## config.mk

```make
export PLATFORM = sky130hd
export DESIGN_NAME = sdcmd_issuer
export DESIGN_NICKNAME = d
export VERILOG_FILES = /design/src/rtl/sdcmd_pkg.sv /design/src/rtl/sdcmd_tx.sv /design/src/rtl/sdcmd_rx.sv /design/src/rtl/sdcmd_issuer.sv
export SDC_FILE = /design/constraint.sdc
export NUM_CORES = 1
export LEC_CHECK = 0
export ABC_AREA = 1
export CORE_MARGIN = 1.5
export CORE_UTILIZATION = 52
export DETAILED_ROUTE_END_ITERATION = 7
export GPL_TIMING_DRIVEN = 0
export PLACE_DENSITY = 0.89
export SLEW_MARGIN = 10
export SYNTH_ARGS = -nofsm -noshare
export SYNTH_HDL_FRONTEND = slang
export SYNTH_SLANG_ARGS = --single-unit
export TNS_END_PERCENT = 100
```

## constraint.sdc

```tcl
create_clock -name clk -period 2.9 [get_ports clk]
set_clock_uncertainty 0.15 [all_clocks]
set_input_delay 0.87 -clock clk [delete_from_list [all_inputs] [get_ports clk]]
set_output_delay 0.87 -clock clk [all_outputs]
set_load 0.02 [all_outputs]
```

## src/rtl/sdcmd_pkg.sv

```systemverilog
package sdcmd_pkg;

  typedef enum logic [1:0] {ST_IDLE, ST_TX, ST_WAIT, ST_RX} cmd_state_t;

  localparam logic [1:0] SEL_ARG  = 2'd0;
  localparam logic [1:0] SEL_CTRL = 2'd1;
  localparam logic [1:0] SEL_CLR  = 2'd2;

  localparam int CTL_LAUNCH = 8;
  localparam int CTL_RESP   = 9;
  localparam int CTL_LONG   = 10;

  localparam int FLAG_SENT = 0;
  localparam int FLAG_RSP  = 1;
  localparam int FLAG_TOUT = 2;
  localparam int FLAG_CRC  = 3;
  localparam int N_FLAGS   = 4;

  localparam int CRC_SPAN = 40;

  // One serial step of the x^7 + x^3 + 1 generator.
  function automatic logic [6:0] crc7_step(input logic [6:0] c, input logic b);
    logic fb;
    fb = c[6] ^ b;
    return {c[5:3], c[2] ^ fb, c[1:0], fb};
  endfunction

  // CRC7 over a 40-bit span, fed MSB first.
  function automatic logic [6:0] crc7_of(input logic [CRC_SPAN-1:0] d);
    logic [6:0] c;
    c = '0;
    for (int i = CRC_SPAN - 1; i >= 0; i--) c = crc7_step(c, d[i]);
    return c;
  endfunction

endpackage

```

## src/rtl/sdcmd_tx.sv

```systemverilog
module sdcmd_tx #(
  parameter int N = 48
) (
  input  logic         clk,
  input  logic         rst_n,
  input  logic         load,
  input  logic         shift,
  input  logic [N-1:0] frame,
  output logic         bit_out,
  output logic         last
);
  localparam int CW = $clog2(N);

  logic [N-1:0]  sr;
  logic [CW-1:0] cnt;

  assign bit_out = sr[N-1];
  assign last    = (cnt == '0);

  always_ff @(posedge clk or negedge rst_n) begin
    if (!rst_n) begin
      sr  <= '1;
      cnt <= '0;
    end else if (load) begin
      sr  <= frame;
      cnt <= CW'(N - 1);
    end else if (shift && !last) begin
      sr  <= {sr[N-2:0], 1'b1};
      cnt <= cnt - CW'(1);
    end
  end
endmodule

```

## src/rtl/sdcmd_rx.sv

```systemverilog
module sdcmd_rx
  import sdcmd_pkg::*;
#(
  parameter int SHORT_N = 48,
  parameter int LONG_N  = 136,
  parameter int BODY_W  = 128
) (
  input  logic              clk,
  input  logic              rst_n,
  input  logic              first,
  input  logic              shift,
  input  logic              bit_in,
  input  logic              long_sel,
  output logic              done,
  output logic              crc_bad,
  output logic [5:0]        idx,
  output logic [BODY_W-1:0] body
);
  localparam int CW = $clog2(LONG_N + 1);
  localparam int KEEP = LONG_N - 2;

  logic [KEEP-2:0] sr;
  logic [KEEP-1:0] nxt;
  logic [CW-1:0]   remain;
  logic            long_q;

  assign nxt     = {sr, bit_in};
  assign done    = shift && (remain == CW'(1));
  assign crc_bad = done && !long_q &&
                   (crc7_of(nxt[SHORT_N-1 -: CRC_SPAN]) != nxt[7:1]);

  always_ff @(posedge clk or negedge rst_n) begin
    if (!rst_n) begin
      sr     <= '0;
      remain <= '0;
      long_q <= 1'b0;
      idx    <= '0;
      body   <= '0;
    end else if (first) begin
      sr     <= {{(KEEP-2){1'b0}}, bit_in};
      remain <= long_sel ? CW'(LONG_N - 1) : CW'(SHORT_N - 1);
      long_q <= long_sel;
    end else if (shift) begin
      sr     <= nxt[KEEP-2:0];
      remain <= remain - CW'(1);
      if (done) begin
        if (long_q) begin
          idx  <= nxt[LONG_N-3 -: 6];
          body <= nxt[BODY_W-1:0];
        end else begin
          idx  <= nxt[SHORT_N-3 -: 6];
          body <= BODY_W'(nxt[SHORT_N-9 -: 32]);
        end
      end
    end
  end
endmodule

```

## src/rtl/sdcmd_issuer.sv

```systemverilog
module sdcmd_issuer
  import sdcmd_pkg::*;
#(
  parameter int RSP_WAIT   = 64,
  parameter int FRAME_BITS = 48,
  parameter int LONG_BITS  = 136,
  parameter int BODY_W     = 128
) (
  input  logic               clk,
  input  logic               rst_n,
  input  logic               wr_en,
  input  logic [1:0]         wr_sel,
  input  logic [31:0]        wr_data,
  input  logic               cmd_in,
  output logic               cmd_out,
  output logic               cmd_oe,
  output logic               busy,
  output logic [N_FLAGS-1:0] flags,
  output logic [5:0]         rsp_idx,
  output logic [BODY_W-1:0]  rsp_body
);
  localparam int WCW = $clog2(RSP_WAIT + 1);

  cmd_state_t     state;
  logic [31:0]    arg_q;
  logic           resp_q, long_q;
  logic [WCW-1:0] wcnt;

  logic [FRAME_BITS-1:0] frame_w;
  logic tx_bit, tx_last;
  logic rx_done, rx_crc_bad;

  // Named internal events for the checker
  logic ev_launch, ev_tx_done, ev_sent, ev_rsp_start, ev_timeout, ev_rsp_done;
  logic [N_FLAGS-1:0] set_v, clr_v;

  assign ev_launch    = wr_en && (wr_sel == SEL_CTRL) && (state == ST_IDLE) && wr_data[CTL_LAUNCH];
  assign ev_tx_done   = (state == ST_TX) && tx_last;
  assign ev_sent      = ev_tx_done && !resp_q;
  assign ev_rsp_start = (state == ST_WAIT) && !cmd_in;
  assign ev_timeout   = (state == ST_WAIT) && cmd_in && (wcnt == WCW'(RSP_WAIT - 1));
  assign ev_rsp_done  = rx_done;

  assign frame_w = {wr_data[7:0], arg_q, crc7_of({wr_data[7:0], arg_q}), 1'b1};

  sdcmd_tx #(.N(FRAME_BITS)) u_tx (
    .clk(clk), .rst_n(rst_n), .load(ev_launch), .shift(state == ST_TX),
    .frame(frame_w), .bit_out(tx_bit), .last(tx_last)
  );

  sdcmd_rx #(.SHORT_N(FRAME_BITS), .LONG_N(LONG_BITS), .BODY_W(BODY_W)) u_rx (
    .clk(clk), .rst_n(rst_n), .first(ev_rsp_start), .shift(state == ST_RX),
    .bit_in(cmd_in), .long_sel(long_q), .done(rx_done), .crc_bad(rx_crc_bad),
    .idx(rsp_idx), .body(rsp_body)
  );

  assign busy    = (state != ST_IDLE);
  assign cmd_oe  = (state == ST_TX);
  assign cmd_out = cmd_oe ? tx_bit : 1'b1;

  always_comb begin
    set_v            = '0;
    set_v[FLAG_SENT] = ev_sent;
    set_v[FLAG_RSP]  = ev_rsp_done;
    set_v[FLAG_TOUT] = ev_timeout;
    set_v[FLAG_CRC]  = rx_crc_bad;
    clr_v = (wr_en && wr_sel == SEL_CLR) ? wr_data[N_FLAGS-1:0] : '0;
  end

  always_ff @(posedge clk or negedge rst_n) begin
    if (!rst_n) begin
      state  <= ST_IDLE;
      arg_q  <= '0;
      resp_q <= 1'b0;
      long_q <= 1'b0;
      wcnt   <= '0;
      flags  <= '0;
    end else begin
      flags <= (flags & ~clr_v) | set_v;
      case (state)
        ST_IDLE: begin
          if (wr_en && wr_sel == SEL_ARG) arg_q <= wr_data;
          if (ev_launch) begin
            resp_q <= wr_data[CTL_RESP];
            long_q <= wr_data[CTL_LONG];
            state  <= ST_TX;
          end
        end
        ST_TX: begin
          if (ev_tx_done) begin
            wcnt  <= '0;
            state <= resp_q ? ST_WAIT : ST_IDLE;
          end
        end
        ST_WAIT: begin
          if (ev_rsp_start)    state <= ST_RX;
          else if (ev_timeout) state <= ST_IDLE;
          else                 wcnt  <= wcnt + WCW'(1);
        end
        ST_RX: begin
          if (rx_done) state <= ST_IDLE;
        end
        default: state <= ST_IDLE;
      endcase
    end
  end
endmodule

```

==> impl_metrics.ini <==
[status]
status = finished with violations
failed_checks = setup timing

[placed_design]
gp_congestion = 0.948
io_buffers = 178
dp_cells = 2627
dp_hpwl_um = 32800
pre_cts_slack_ns = -1.50
postPlaceCellArea_sq_mm = 0.0198

[timing]
setup_viol = 8
final.setup.tns_ns = -3.02
layout_setup_ws_ns = -0.563
drv_slew = 0
slew_headroom = 0.528
timing.final.crit_share = 1.19
rsz0062_at_grt = yes
hold_viol_final = 0
fmax_ghz = 0.289
worst_slew_pin_slew_ns = 0.708
period_needed_ns = 3.46

[drt]
drc = 0
drt_wl_total_um = 55000
first_pass_iters = 8
vias = 16400
wl_per_cell_um = 20.0
antenna_left = 0
vias_per_cell = 5.98
drt_iter0_markers = 1759

[floorplan]
die_h_um = 185
dieArea_sq_mm = 0.0342
placementRows = 66
start_util = 0.528
die_x_um = 185
ios = 179
core_area_sq_mm = 0.0325

[setup_path]
reg2reg_depth = 28
crit_slowest_cell = dfrtp_2
path_delay_family = simple AND/OR/NAND/NOR gates
critPathMaxFanout = 4
end_kind = register
critPathMostFrequentCell = nand2_4
cp.depth = 28
critPathArrivalTime_ns = 3.71
required_ns = 3.15
critPathKind = register to register
path_buf_inv = 4
start_kind = register
max_stage_delay_ns = 0.46

[final_layout]
final_cell_area_sq_mm = 0.0233
final_core_util = 0.715
num_antenna_cells = 0
drive_above_1_share = 0.252
layout_commonest_cell = nand2_1
final_cells = 2750
final_nets = 2320
area_growth_pct = 35.2
layout_common_cells = nand2_1, dfrtp_1, inv_1

[power_and_ir_drop]
combPwrFrac = 0.303
clockPowerShare = 0.350
sw_frac_of_total = 0.344
p_per_area_mw_per_mm2 = 668
switchingPower_mw = 5.34
peakVddDrop_mv = 0.669
leakage_nw = 11.2
p_int_mw = 10.2
power.share.sequential = 0.347

[clocking]
cts_buffers = 40
cts_tree = done
htreeDepth = 2
clock_latency_ns = 0.57
clock-root-buffer = clkbuf_16
clock-sinks = 376
cts_buffer_depth = 3
cts-hold-fix-buffers = 0
clkTransAtPathRegs_ns = 0.07

[worst_hold_path]
holdCritPathClass = input port to async pin

[logic_synthesis]
synth_nets = 2046
synth.distinct_cells = 38
syn_avg_cell_area_sq_um = 8.58
yosys_register_bits = 376
synthCells = 2004
yosys_warnings = 0
syn-cell-area_sq_mm = 0.0172
yosysSeqAreaShare = 0.551

[grt]
grt_pass1_wl_um = 81200
grt_util_all_layers = 0.299
grt_max_degree = 117
grt_pass1_vias = 16000
antenna_found_initial = 0
grt-ovfl-total = 0

[run]
drv_cap = 0
## through the flow
stage | power [mW] | hold slack [ns]
after floorplan | 7.79 | 0.291
after global placement | 8.38 | 0.301
after detailed placement | 8.48 | 0.316
after CTS | 14.5 | 0.165
after global routing | 16.1 | 0.197
final | 15.5 | 0.145
## worst paths after layout
| path | start | endpoint | slack [ns] |
|---|---|---|---|
| max | u_rx.sr[45]$_DFFE_PN0P_ | flags[3]$_DFF_PN0_ | -0.56 |
| min | rst_n | arg_q[17]$_DFFE_PN0P_ | 0.15 |
| max reg2reg | u_rx.sr[45]$_DFFE_PN0P_ | flags[3]$_DFF_PN0_ | -0.56 |
| min reg2reg | u_tx.sr[45]$_DFFE_PN1P_ | u_tx.sr[46]$_DFFE_PN1P_ | 0.31 |
| max in group asynchronous | rst_n | u_rx.body[110]$_DFFE_PN0P_ | 1.06 |
| min in group clk | u_tx.sr[45]$_DFFE_PN1P_ | u_tx.sr[46]$_DFFE_PN1P_ | 0.31 |
## power by group through the flow
stage               Clock [mW]  Sequential, mW  Combinational (mW)
finish                    5.43            5.39                4.70
global route              5.65            5.39                5.05
CTS                       5.42            5.38                3.72
detailed placement           0            5.47                3.00
global placement             0            5.48                2.90
floorplan                    0            5.46                2.33
## kinds of logic (layout without fill, tap and decap cells)
| group | count (synthesis) | after routing | synth area share |
|---|---|---|---|
| compound gates | 380 | 380 | 0.141 |
| xor+xnor | 41 | 41 | 0.0244 |
| fa+ha+maj | 4 | 4 | 0.00291 |
| buf+inv | 342 | 646 | 0.0756 |
| flops | 376 | 376 | 0.551 |
| mux | 8 | 8 | 0.00524 |
| simple gates | 853 | 853 | 0.200 |
## what timing repair did
action | 4_1_cts | 5_1_grt
pin swaps | 132 | 121
setup buffers | 41 | 16
gates resized for setup | 265 | 242
endpoints found under the setup margin | 228 | 153
## registers in the layout (all words and copies together) (netlist names)
name	cells
u_tx.sr	47
u_rx.long_q	1
long_q	1
state	2
u_tx.cnt	6
u_rx.body	128
flags	4
u_rx.remain	8
u_rx.sr	133
arg_q	32
wcnt	7
u_rx.idx	6
resp_q	1
## layer usage
layer	up-vias	track usage	part of all wire
met4	0	0.129	0.055
met1	7978	0.385	0.37
met5	-	0	0
met2	1037	0.494	0.48
li1	7147	-	-
met3	281	0.0592	0.095
## synthesized netlist by cell type (all sizes together)
library cell | number | area share
dlygate4sd3 | 1 | 0.00058
clkbuf | 90 | 0.020
a22oi | 1 | 0.00044
inv | 244 | 0.053
nor3 | 3 | 0.00087
o22ai | 171 | 0.062
nor4 | 2 | 0.00073
o211ai | 2 | 0.00087
buf | 4 | 0.0015
o221ai | 1 | 0.00051
nand2 | 561 | 0.13
a21oi | 27 | 0.0079
a211oi | 1 | 0.00044
a221oi | 1 | 0.00051
or2 | 1 | 0.00036
dfrtp | 329 | 0.48
dfstp | 47 | 0.072
clkinv | 3 | 0.00065
nand3b | 7 | 0.0031
o31ai | 98 | 0.043
ha | 4 | 0.0029
o21ai | 38 | 0.011
nor2 | 170 | 0.037
nand4 | 6 | 0.0022
a31oi | 39 | 0.014
xnor2 | 11 | 0.0065
xor2 | 30 | 0.018
nand3 | 103 | 0.030
a21o | 1 | 0.00044
mux2 | 8 | 0.0052
## final cells by class
cell class | instances | area (sq um)
Fill cell | 2086 | 9280
Inverter | 247 | 986
Timing Repair Buffer | 233 | 2330
Clock inverter | 16 | 236
Tap cell | 442 | 553
Multi-Input combinational cell | 1286 | 8130
Clock buffer | 56 | 1160
Buffer | 94 | 373
Sequential cell | 376 | 9480
(Power assumes the default switching activity.)
